==> src/rtl/edid_seq_pkg.sv <==
package edid_seq_pkg;

  typedef enum logic [2:0] {
    ST_IDLE,
    ST_EXT,
    ST_BLK,
    ST_TREQ,
    ST_WCSUM,
    ST_WRESP
  } seq_st_e;

  localparam logic [1:0] RES_OK     = 2'd0;
  localparam logic [1:0] RES_BADSUM = 2'd1;
  localparam logic [1:0] RES_XFER   = 2'd2;

endpackage

==> src/rtl/edid_buf.sv <==
module edid_buf #(
  parameter int DEPTH = 256,
  parameter int AW    = $clog2(DEPTH)
) (
  input  logic          clk,
  input  logic          rst_n,
  input  logic          we,
  input  logic [AW-1:0] waddr,
  input  logic [7:0]    wdata,
  input  logic [AW-1:0] raddr_a,
  output logic [7:0]    rdata_a,
  input  logic [AW-1:0] raddr_b,
  output logic [7:0]    rdata_b
);

  logic [7:0] mem [DEPTH];

  // one register per entry, each with its own write enable
  for (genvar g = 0; g < DEPTH; g++) begin : g_ent
    logic ent_en;
    assign ent_en = we && (waddr == AW'(g));
    always_ff @(posedge clk or negedge rst_n) begin
      if (!rst_n) begin
        mem[g] <= '0;
      end else if (ent_en) begin
        mem[g] <= wdata;
      end
    end
  end

  assign rdata_a = mem[raddr_a];
  assign rdata_b = mem[raddr_b];

endmodule

==> src/rtl/edid_sum.sv <==
module edid_sum (
  input  logic       clk,
  input  logic       rst_n,
  input  logic       clr,
  input  logic       en,
  input  logic [7:0] din,
  output logic [7:0] sum_nxt_o
);

  logic [7:0] sum_q;
  logic [7:0] sum_d;
  logic       sum_en;

  assign sum_nxt_o = sum_q + din;
  assign sum_en    = clr || en;

  always_comb begin
    if (clr) sum_d = '0;
    else     sum_d = sum_nxt_o;
  end

  always_ff @(posedge clk or negedge rst_n) begin
    if (!rst_n) begin
      sum_q <= '0;
    end else if (sum_en) begin
      sum_q <= sum_d;
    end
  end

endmodule

==> src/rtl/edid_ctrl.sv <==
module edid_ctrl
  import edid_seq_pkg::*;
#(
  parameter logic [6:0] DEV_ADDR   = 7'h50,
  parameter int         BLK_BYTES  = 128,
  parameter int         CFG_AW     = 20,
  parameter int         REQ_BIT    = 2,
  parameter logic [CFG_AW-1:0] TREQ_ADDR = 20'h218,
  parameter logic [CFG_AW-1:0] CSUM_ADDR = 20'h261,
  parameter logic [CFG_AW-1:0] RESP_ADDR = 20'h260,
  localparam int        OFF_W      = $clog2(2 * BLK_BYTES),
  localparam int        BLK_AW     = OFF_W - 1,
  parameter logic [OFF_W-1:0] EXT_OFFSET = 8'h7E
) (
  input  logic              clk,
  input  logic              rst_n,
  input  logic              start_i,
  output logic              busy_o,
  output logic              done_o,
  output logic [1:0]        status_o,
  output logic              ddc_req_o,
  output logic [6:0]        ddc_dev_o,
  output logic [OFF_W-1:0]  ddc_off_o,
  input  logic              ddc_ack_i,
  input  logic [7:0]        ddc_rdata_i,
  input  logic              ddc_err_i,
  output logic              cfg_req_o,
  output logic              cfg_we_o,
  output logic [CFG_AW-1:0] cfg_addr_o,
  output logic [7:0]        cfg_wdata_o,
  input  logic              cfg_ack_i,
  input  logic [7:0]        cfg_rdata_i,
  input  logic              cfg_err_i,
  output logic              buf_we_o,
  output logic [OFF_W-1:0]  buf_waddr_o,
  output logic [7:0]        buf_wdata_o,
  output logic [OFF_W-1:0]  csum_raddr_o,
  input  logic [7:0]        csum_byte_i,
  output logic              sum_clr_o,
  output logic              sum_en_o,
  input  logic [7:0]        sum_nxt_i
);

  localparam logic [7:0] RESP_VAL = 8'(1 << REQ_BIT);

  seq_st_e          st_q, st_d;
  logic [OFF_W-1:0] idx_q, idx_d;
  logic             ext_q, ext_d;
  logic             done_q, done_d;
  logic [1:0]       res_q, res_d;
  logic             fin;
  logic [1:0]       fin_code;
  logic             ddc_take, cfg_take;
  logic             blk_last;
  logic             seq_en;

  assign ddc_take = ddc_req_o && ddc_ack_i;
  assign cfg_take = cfg_req_o && cfg_ack_i;
  assign blk_last = (idx_q[BLK_AW-1:0] == {BLK_AW{1'b1}});

  // next-state process
  always_comb begin
    st_d      = st_q;
    idx_d     = idx_q;
    ext_d     = ext_q;
    res_d     = res_q;
    done_d    = 1'b0;
    fin       = 1'b0;
    fin_code  = RES_OK;
    sum_clr_o = 1'b0;
    sum_en_o  = 1'b0;
    buf_we_o  = 1'b0;
    unique case (st_q)
      ST_IDLE: begin
        if (start_i) begin
          st_d      = ST_EXT;
          sum_clr_o = 1'b1;
        end
      end
      ST_EXT: begin
        if (ddc_take) begin
          if (ddc_err_i) begin
            fin = 1'b1; fin_code = RES_XFER;
          end else begin
            ext_d = |ddc_rdata_i;
            idx_d = '0;
            st_d  = ST_BLK;
          end
        end
      end
      ST_BLK: begin
        if (ddc_take) begin
          if (ddc_err_i) begin
            fin = 1'b1; fin_code = RES_XFER;
          end else begin
            buf_we_o = 1'b1;
            sum_en_o = 1'b1;
            idx_d    = idx_q + 1'b1;
            if (blk_last) begin
              sum_clr_o = 1'b1;
              if (sum_nxt_i != 8'h00) begin
                fin = 1'b1; fin_code = RES_BADSUM;
              end else if (ext_q && !idx_q[BLK_AW]) begin
                st_d = ST_BLK;
              end else begin
                st_d = ST_TREQ;
              end
            end
          end
        end
      end
      ST_TREQ: begin
        if (cfg_take) begin
          if (cfg_err_i) begin
            fin = 1'b1; fin_code = RES_XFER;
          end else if (cfg_rdata_i[REQ_BIT]) begin
            st_d = ST_WCSUM;
          end else begin
            fin = 1'b1; fin_code = RES_OK;
          end
        end
      end
      ST_WCSUM: begin
        if (cfg_take) begin
          if (cfg_err_i) begin
            fin = 1'b1; fin_code = RES_XFER;
          end else begin
            st_d = ST_WRESP;
          end
        end
      end
      ST_WRESP: begin
        if (cfg_take) begin
          fin      = 1'b1;
          fin_code = cfg_err_i ? RES_XFER : RES_OK;
        end
      end
      default: st_d = ST_IDLE;
    endcase
    if (fin) begin
      st_d   = ST_IDLE;
      done_d = 1'b1;
      res_d  = fin_code;
    end
  end

  // clock enable: state registers move only while a run is active or starting
  assign seq_en = (st_q != ST_IDLE) || start_i || done_q;

  // register process
  always_ff @(posedge clk or negedge rst_n) begin
    if (!rst_n) begin
      st_q   <= ST_IDLE;
      idx_q  <= '0;
      ext_q  <= 1'b0;
      done_q <= 1'b0;
      res_q  <= RES_OK;
    end else if (seq_en) begin
      st_q   <= st_d;
      idx_q  <= idx_d;
      ext_q  <= ext_d;
      done_q <= done_d;
      res_q  <= res_d;
    end
  end

  // output decode
  assign busy_o       = (st_q != ST_IDLE);
  assign done_o       = done_q;
  assign status_o     = res_q;
  assign ddc_req_o    = (st_q == ST_EXT) || (st_q == ST_BLK);
  assign ddc_dev_o    = DEV_ADDR;
  assign ddc_off_o    = (st_q == ST_EXT) ? EXT_OFFSET : idx_q;
  assign cfg_req_o    = (st_q == ST_TREQ) || (st_q == ST_WCSUM) || (st_q == ST_WRESP);
  assign cfg_we_o     = (st_q == ST_WCSUM) || (st_q == ST_WRESP);
  assign buf_waddr_o  = idx_q;
  assign buf_wdata_o  = ddc_rdata_i;
  assign csum_raddr_o = ext_q ? OFF_W'(2 * BLK_BYTES - 1) : OFF_W'(BLK_BYTES - 1);

  always_comb begin
    unique case (st_q)
      ST_WCSUM: begin cfg_addr_o = CSUM_ADDR; cfg_wdata_o = csum_byte_i; end
      ST_WRESP: begin cfg_addr_o = RESP_ADDR; cfg_wdata_o = RESP_VAL;    end
      default:  begin cfg_addr_o = TREQ_ADDR; cfg_wdata_o = 8'h00;       end
    endcase
  end

endmodule

==> src/rtl/edid_fetch_seq.sv <==
module edid_fetch_seq #(
  parameter logic [6:0] DEV_ADDR  = 7'h50,
  parameter int         BLK_BYTES = 128,
  parameter int         CFG_AW    = 20,
  parameter int         REQ_BIT   = 2,
  parameter logic [CFG_AW-1:0] TREQ_ADDR = 20'h218,
  parameter logic [CFG_AW-1:0] CSUM_ADDR = 20'h261,
  parameter logic [CFG_AW-1:0] RESP_ADDR = 20'h260,
  localparam int        BUF_DEPTH = 2 * BLK_BYTES,
  localparam int        OFF_W     = $clog2(BUF_DEPTH),
  parameter logic [OFF_W-1:0] EXT_OFFSET = 8'h7E
) (
  input  logic              clk,
  input  logic              rst_n,
  input  logic              start_i,
  output logic              busy_o,
  output logic              done_o,
  output logic [1:0]        status_o,
  output logic              ddc_req_o,
  output logic [6:0]        ddc_dev_o,
  output logic [OFF_W-1:0]  ddc_off_o,
  input  logic              ddc_ack_i,
  input  logic [7:0]        ddc_rdata_i,
  input  logic              ddc_err_i,
  output logic              cfg_req_o,
  output logic              cfg_we_o,
  output logic [CFG_AW-1:0] cfg_addr_o,
  output logic [7:0]        cfg_wdata_o,
  input  logic              cfg_ack_i,
  input  logic [7:0]        cfg_rdata_i,
  input  logic              cfg_err_i,
  input  logic [OFF_W-1:0]  buf_raddr_i,
  output logic [7:0]        buf_rdata_o
);

  logic             buf_we;
  logic [OFF_W-1:0] buf_waddr;
  logic [7:0]       buf_wdata;
  logic [OFF_W-1:0] csum_raddr;
  logic [7:0]       csum_byte;
  logic             sum_clr;
  logic             sum_en;
  logic [7:0]       sum_nxt;

  edid_ctrl #(
    .DEV_ADDR   (DEV_ADDR),
    .BLK_BYTES  (BLK_BYTES),
    .CFG_AW     (CFG_AW),
    .REQ_BIT    (REQ_BIT),
    .TREQ_ADDR  (TREQ_ADDR),
    .CSUM_ADDR  (CSUM_ADDR),
    .RESP_ADDR  (RESP_ADDR),
    .EXT_OFFSET (EXT_OFFSET)
  ) u_ctrl (
    .clk          (clk),
    .rst_n        (rst_n),
    .start_i      (start_i),
    .busy_o       (busy_o),
    .done_o       (done_o),
    .status_o     (status_o),
    .ddc_req_o    (ddc_req_o),
    .ddc_dev_o    (ddc_dev_o),
    .ddc_off_o    (ddc_off_o),
    .ddc_ack_i    (ddc_ack_i),
    .ddc_rdata_i  (ddc_rdata_i),
    .ddc_err_i    (ddc_err_i),
    .cfg_req_o    (cfg_req_o),
    .cfg_we_o     (cfg_we_o),
    .cfg_addr_o   (cfg_addr_o),
    .cfg_wdata_o  (cfg_wdata_o),
    .cfg_ack_i    (cfg_ack_i),
    .cfg_rdata_i  (cfg_rdata_i),
    .cfg_err_i    (cfg_err_i),
    .buf_we_o     (buf_we),
    .buf_waddr_o  (buf_waddr),
    .buf_wdata_o  (buf_wdata),
    .csum_raddr_o (csum_raddr),
    .csum_byte_i  (csum_byte),
    .sum_clr_o    (sum_clr),
    .sum_en_o     (sum_en),
    .sum_nxt_i    (sum_nxt)
  );

  edid_sum u_sum (
    .clk       (clk),
    .rst_n     (rst_n),
    .clr       (sum_clr),
    .en        (sum_en),
    .din       (ddc_rdata_i),
    .sum_nxt_o (sum_nxt)
  );

  edid_buf #(
    .DEPTH (BUF_DEPTH),
    .AW    (OFF_W)
  ) u_buf (
    .clk     (clk),
    .rst_n   (rst_n),
    .we      (buf_we),
    .waddr   (buf_waddr),
    .wdata   (buf_wdata),
    .raddr_a (buf_raddr_i),
    .rdata_a (buf_rdata_o),
    .raddr_b (csum_raddr),
    .rdata_b (csum_byte)
  );

endmodule

==> config.mk <==
export PLATFORM = sky130hd
export DESIGN_NAME = edid_fetch_seq
export DESIGN_NICKNAME = d
export VERILOG_FILES = /design/src/rtl/edid_seq_pkg.sv /design/src/rtl/edid_buf.sv /design/src/rtl/edid_sum.sv /design/src/rtl/edid_ctrl.sv /design/src/rtl/edid_fetch_seq.sv
export SDC_FILE = /design/constraint.sdc
export NUM_CORES = 2
export LEC_CHECK = 0
export BUFFER_PORTS_ARGS = -buffer_cell sky130_fd_sc_hd__buf_2
export CAP_MARGIN = 10
export CORE_MARGIN = 2
export CORE_UTILIZATION = 30
export CTS_CLUSTER_DIAMETER = 50
export DETAILED_ROUTE_END_ITERATION = 16
export SYNTH_ARGS = -nofsm -noshare
export SYNTH_HDL_FRONTEND = slang
export SYNTH_HIERARCHICAL = 1
export SYNTH_SLANG_ARGS = --single-unit
==> constraint.sdc <==
create_clock -name clk -period 3.41 [get_ports clk]
set_input_delay 0.341 -clock clk [delete_from_list [all_inputs] [get_ports clk]]
set_output_delay 0.341 -clock clk [all_outputs]
set_load 0.005 [all_outputs]
== Word-level counts from Yosys, hierarchy flattened ==
Index checks and enable logic that the tools add are counted.
W data, S select, Z words.

* Word-level logic and storage cells: 887
* Bits in read-only memories: 0
* Memory bits (writable): 0
* Bits in registers: 2,071
* Output and inout bits: 58
* Bits in latches: 0
* Memories: 0

* Multipliers: 0
* Bitwise logic cells: 3
* Shifts and indexed selects: 0
* $add $sub $neg: 2
* Divide/modulo/power cells: 0
* Reduce and logical (&&, ||, !) cells: 278
* Magnitude comparators: 2
* Muxes and demuxes: 62
* Eq/ne operators: 278

{| class="wikitable"
|+ Operators with widths
! kind !! number
|-
| $eq A8 B8 Y1 const B || 128
|-
| $eq A8 B7 Y1 const B || 64
|-
| $logic_and A1 B1 Y1 || 259
|-
| $eq A8 B6 Y1 const B || 32
|-
| $bmux W8 S8 || 2
|-
| $eq A8 B5 Y1 const B || 16
|-
| $mux W8 || 11
|-
| $eq A8 B4 Y1 const B || 8
|-
| $mux W3 || 13
|-
| $eq A8 B3 Y1 const B || 4
|-
| $pmux W8 S2 || 2
|-
| $mux W1 || 22
|-
| $ne A3 B2 Y1 const B || 7
|-
| $ge A9 B9 Y1 const B || 2
|-
| $not A8 Y9 || 2
|-
| $pmux W3 S6 || 1
|-
| $eq A8 B2 Y1 const B || 2
|-
| $ne A3 B1 Y1 const B || 5
|-
| $mux W2 || 7
|-
| $pmux W7 S2 || 1
|-
| $reduce_and A14 Y1 || 1
|-
| $add A8 B1 Y8 const B || 1
|-
| $add A8 B8 Y8 || 1
|-
| $eq A8 B1 Y1 const B || 1
|-
| other kinds (22) || 33
|}

== Logic depth before layout (Yosys ltp) ==
* Depth after elaboration: 9
* Mapped depth: 14
* Mapped depth without buffers: 12

== Modules after synthesis ==
The synthesis kept the hierarchy.

{| class="wikitable"
|+ By module, submodules not included
! module !! instances !! cells an instance !! sequential area each (um^2) !! area an instance (um^2)
|-
| edid_buf || 1 || 7,447 || 51,249.2 || 109,577.6
|-
| edid_ctrl || 1 || 182 || 375.4 || 1,519.0
|-
| edid_sum || 1 || 64 || 200.2 || 634.4
|}

== Least setup slack after synthesis ==
Ideal clock, no wire load.

* Path type: flip-flop to flip-flop
* Start point: reg u_sum.sum_q[0]
* End point: reg u_ctrl.st_q[0]
* Cell stages (with the launch flop): 13
* Required time: 3.331 ns
* Library setup time: 0.079 ns
* Path buffers: 0
* Slack: 0.660 ns
* Data arrival time: 2.671 ns
* Cell sequence: dfrtp_1 -> ha_1 -> fa_1 -> a21o_1 -> a21oi_1 -> o21ai_0 -> nor2_1 -> xnor2_1 -> nor4_4 -> and4bb_1 -> o221ai_2 -> a311oi_2 -> mux2i_1

* Word-level cells in the longest chain between the ends: 9

{| class="wikitable"
|+ RTL lines
! element !! line !! text
|-
| from (decl) || edid_sum.sv:10 || <nowiki>logic [7:0] sum_q;</nowiki>
|-
| from (signal assigned) || edid_sum.sv:26 || <nowiki>sum_q <= sum_d;</nowiki>
|-
| $add A8 B8 Y8 (*) || edid_sum.sv:14 || <nowiki>assign sum_nxt_o = sum_q + din;</nowiki>
|-
| via sum_nxt[6] || edid_fetch_seq.sv:43 || <nowiki>logic [7:0] sum_nxt;</nowiki>
|-
| $reduce_bool A8 Y1 (*) || edid_ctrl.sv:101 || <nowiki>if (sum_nxt_i != 8'h00) begin</nowiki>
|-
| $mux W1 || edid_ctrl.sv:101 ||
|-
| $mux W1 || edid_ctrl.sv:99 || <nowiki>if (blk_last) begin</nowiki>
|-
| $mux W1 || edid_ctrl.sv:93 || <nowiki>if (ddc_err_i) begin</nowiki>
|-
| $mux W1 || edid_ctrl.sv:92 || <nowiki>if (ddc_take) begin</nowiki>
|-
| $pmux W1 S5 || edid_ctrl.sv:73 || <nowiki>unique case (st_q)</nowiki>
|-
| $ne A3 B1 Y1 (no source line) (tied with other cells) || -- ||
|-
| $reduce_and A14 Y1 (no source line) || -- ||
|-
| to (signal assigned) || edid_ctrl.sv:159 || <nowiki>st_q <= st_d;</nowiki>
|-
| to (decl) || edid_ctrl.sv:46 || <nowiki>seq_st_e st_q, st_d;</nowiki>
|}

The timed path passes the listed nets; every way through them passes the cells marked *.
A chain may end at the register's enable or synchronous reset.

== Worst setup path in the final report ==
* Start point: reg u_buf/mem[615] in the netlist's numbering
* End point: out buf_rdata_o[7]

* Word-level cells in the longest chain between the ends: 3

{| class="wikitable"
|+ RTL lines
! element !! line !! text
|-
| from (decl) || edid_buf.sv:16 || <nowiki>logic [7:0] mem [DEPTH];</nowiki>
|-
| from (signal, indexed assignment) || edid_buf.sv:26 || <nowiki>mem[g] <= wdata;</nowiki>
|-
| $bmux W8 S8 || edid_buf.sv:31 || <nowiki>assign rdata_a = mem[raddr_a];</nowiki>
|-
| $mux W8 (implied by the code) (2 in series) || edid_buf.sv:31 ||
|-
| to (decl) || edid_fetch_seq.sv:33 || <nowiki>output logic [7:0] buf_rdata_o</nowiki>
|}

Every way passes these cells. The select of a mux whose other input is x is not followed.

==> summary.md <==
| Metric | Value |
|---|---|
| Synth Instances | `7693` |
| Crit path kind | `flop to output pin` |
| DP Area | `0.121 mm2` |
| Vias in the first global route | `79100` |
| Core box area | `0.372 mm2` |
| Drt first-iter violations | `7497` |
| CTS max path bufs | `4` |
| Metal1 wirelength | `158000 um` |
| Status | `finished with violations` |
| Post-synthesis mux area share | `around two fifths` |
| GR Overflow Total | `0` |
| Setup_tns | `-0.556 ns` |
| FF-to-FF End | `u_buf/mem[1622]` |
| Pleak | `~59 nW` |
| Setup crit start kind | `flop` |
| Max-slew violation count | `890` |
| Most common cell after layout, fill and taps aside | `dfrtp_1` |
| RR Startpoint | `u_ctrl/st_q[2]` |
| Initial core utilization | `between 30% and 40%` |
| Setup violators final | `9` |
| Post-Layout Cell Count | `around 13000` |
| Hold path cells | `5` |
| Max-cap viol count | `0` |
| Largest net degree at the start of global routing | `570` |
| CP arrival | `approximately 3.2 ns` |
| Met3 WL | `34700 um` |
| Post-synthesis xor/xnor area fraction | `0.0694%` |
| Compound-gate portion of the synthesized area | `5.93%` |
| Met2 WL post-DR | `177000 um` |
| EDFF count, synth | `0` |
| Final ANT Viol Nets | `0` |
| R2R cell count | `10` |
| CTS tree | `yes` |
| Final non-filler cell area | `0.132 mm2` |
| Crit end category | `output pin` |
| Worst IR Drop VDD | `0.000477 V` |
| Port Buffers | `59` |
| Share of cells above drive strength 1 | `54.1%` |
| Area Growth Syn to Fin | `18.1%` |
| Fmax | `0.282 GHz` |
| H-tree depth | `5` |
| Hold EP | `u_sum/sum_q[3]` |
| Core Rows | `224` |
| Setup Skew | `between 0.04 and 0.05 ns` |
| Register area share after synthesis | `46.4%` |
| Most frequent cells in the layout | `dfrtp_1, mux2_2, mux4_2` |
| Critical Path RT | `3.07 ns` |
| DRT Pass-1 Iters | `5` |
| Slew margin rel. | `-205%` |
| Warnings from Yosys | `6` |
| #FFs+latches synth | `2071` |
| Vias per inst | `5.77` |
| Top Ports | `89` |
| Worst-skew pair later-pin latency | `0.87 ns` |
| Largest family of logic cells by synthesized area | `multiplexers` |
| Slew @ Worst Pin | `4.57 ns` |
| CTS root buffer | `clkbuf_16` |
| Mapped cell area | `0.112 mm2` |
| Violated checks | `max-slew violations, negative setup slack` |
| Die extent in x | `roughly 610 um` |
| RSZ-0062 raised after global routing | `true` |
| Syn avg cell area | `around 15 um2` |
| Fillers | `35300` |
| CP max FO | `3` |
| Die Y-Extent | `614 um` |
| Setup slack, reg-to-reg | `0.09 ns` |
| Sink Count | `2071` |
| Tmin final | `approximately 3.5 ns` |
| Hold crit path type | `input port to flop` |
| Main synth FF type | `dfrtp_1` |
| Total Wirelength | `391000 um` |
| Final Cycle Share | `104%` |
| # placed instances | `12700` |
| GRT Total Usage | `between 20 and 25%` |
| Cts bufs inserted | `271` |
| Top sig layer | `met5` |
| Power per cell area | `457 mW/mm2` |
| Placer Congestion | `0.953` |
| First-pass GRT wire length | `roughly 570000 um` |
| DRC | `0` |
| Hold path startpoint | `ddc_rdata_i[3]` |
| Via count | `76300` |
| Post-DP HPWL | `about 250000 um` |
| Clock transition at the registers of the reported paths | `0.06 ns` |
| Post-synthesis async set-or-reset flop share | `100%` |
| Final WS setup | `-0.133 ns` |
| Total power | `60.3 mW` |
| Final Hold Viols | `0` |
| Die Footprint | `approximately 0.38 mm2` |
| Layout Nets | `8069` |
| Wirelength per Cell | `just under 30 um` |
| Post-Synth Adder-Cell Area | `0.108%` |
| Post-synth cell types | `90` |
| Initial antenna violation count | `14` |
| Simple-Gate Fraction of Synth Area | `approximately 3.3%` |
==> cells in the mapped netlist (all sizes together), types with 14 or more instances <==
library cell	instances	area, um2
nor2	267	1290
nand3	21	110
mux4	864	19500
mux2i	294	2940
dfrtp	2071	51800
o32ai	14	123
nor4	55	395
and3	15	93.8
a21oi	179	903
o221ai	68	614
o21ai	82	410
a221oi	52	499
a22o	27	236
a21boi	21	158
nand2	230	866
clkbuf	386	1450
a22oi	307	2300
mux2	2059	23200
nand2b	20	125
inv	21	81.3
nor2b	32	200
buf	318	2310
a211oi	38	285
o22ai	49	307
a31oi	24	150
nor3	44	252
==> power breakdown <==
part	internal (mW)	switching, mW
sequential	24.7	0.145
combinational	2.22	4.26
clock	17.3	11.7
==> flip-flops by register name, summed over array words and instances (netlist names) <==
| register | count |
|---|---|
| u_ctrl/status_o | 2 |
| u_ctrl/st_q | 3 |
| u_ctrl/ext_q | 1 |
| u_ctrl/done_o | 1 |
| u_ctrl/buf_waddr_o | 8 |
| u_buf/mem | 2048 |
| u_sum/sum_q | 8 |
==> repair_timing <==
| action | CTS | global route |
|---|---|---|
| pin swaps | 77 | 46 |
| buffers inserted | 24 | 9 |
| setup endpoints to repair | 16 | 31 |
| resized for setup | 233 | 67 |
| endpoints found under the hold margin | 546 | 0 |
| hold buffers | 9 | 0 |
| gates cloned | 0 | 0 |
==> worst max-delay path by stage <==
stage,start,endpoint,cells after the start
after global placement,buf_raddr_i[0],buf_rdata_o[3],13
after global routing,u_buf/mem[551],buf_rdata_o[7],8
final,u_buf/mem[615],buf_rdata_o[7],8
after detailed placement,buf_raddr_i[0],buf_rdata_o[3],13
after floorplan,u_sum/sum_q[0],u_ctrl/st_q[0],12
after CTS,u_buf/mem[1282],buf_rdata_o[2],8
==> routing by layer <==
layer,GRT usage [%],vias up
met2,31.0,3502
li1,-,30600
met5,0,-
met4,9.89,2
met3,4.93,888
met1,26.7,41300
==> cells by family (layout without fill, tap and decap cells) <==
| group | count (synthesis) | after routing |
|---|---|---|
| mux | 3217 | 3217 |
| flops | 2071 | 2071 |
| compound gates | 935 | 935 |
| buf+inv | 727 | 1240 |
| simple gates | 724 | 724 |
| fa+ha+maj | 9 | 9 |
| xor+xnor | 8 | 8 |
| other cells | 2 | 43 |
==> through the flow <==
| stage | setup WS (ns) | util (%) | hold WS, ns |
|---|---|---|---|
| finish | -0.133 | 35.5 | 0.0911 |
| global route | -0.124 | 35.5 | 0.0885 |
| CTS | -0.0662 | 35.4 | 0.0397 |
| detailed placement | -0.836 | 32.6 | 0.302 |
| global placement | -1.01 | 32.6 | 0.306 |
| floorplan | 0.660 | - | 0.0454 |
==> critical path: stages (launching register included) <==
cell and delay, ns:
dfrtp_1 0.39, mux4_2 0.50, a32oi_2 0.25, a21oi_1 0.13
buf_4 0.21, nor4_4 0.41, buf_4 0.25, nor4_4 0.05
buf_6 0.14
==> area by class of cell <==
type / instances / area [um2] / share of cell area [%]
diodes: 14 / 35.0 / 0.0266
clock buffers: 364 / 7700 / 5.84
clock inverters: 113 / 1330 / 1.01
inverters: 23 / 90.1 / 0.0683
multi-input cells: 4922 / 57700 / 43.7
flip-flops and latches: 2071 / 51800 / 39.3
well taps: 4972 / 6220 / 4.71
repair buffers: 740 / 7030 / 5.33
(Power assumes the default switching activity.)
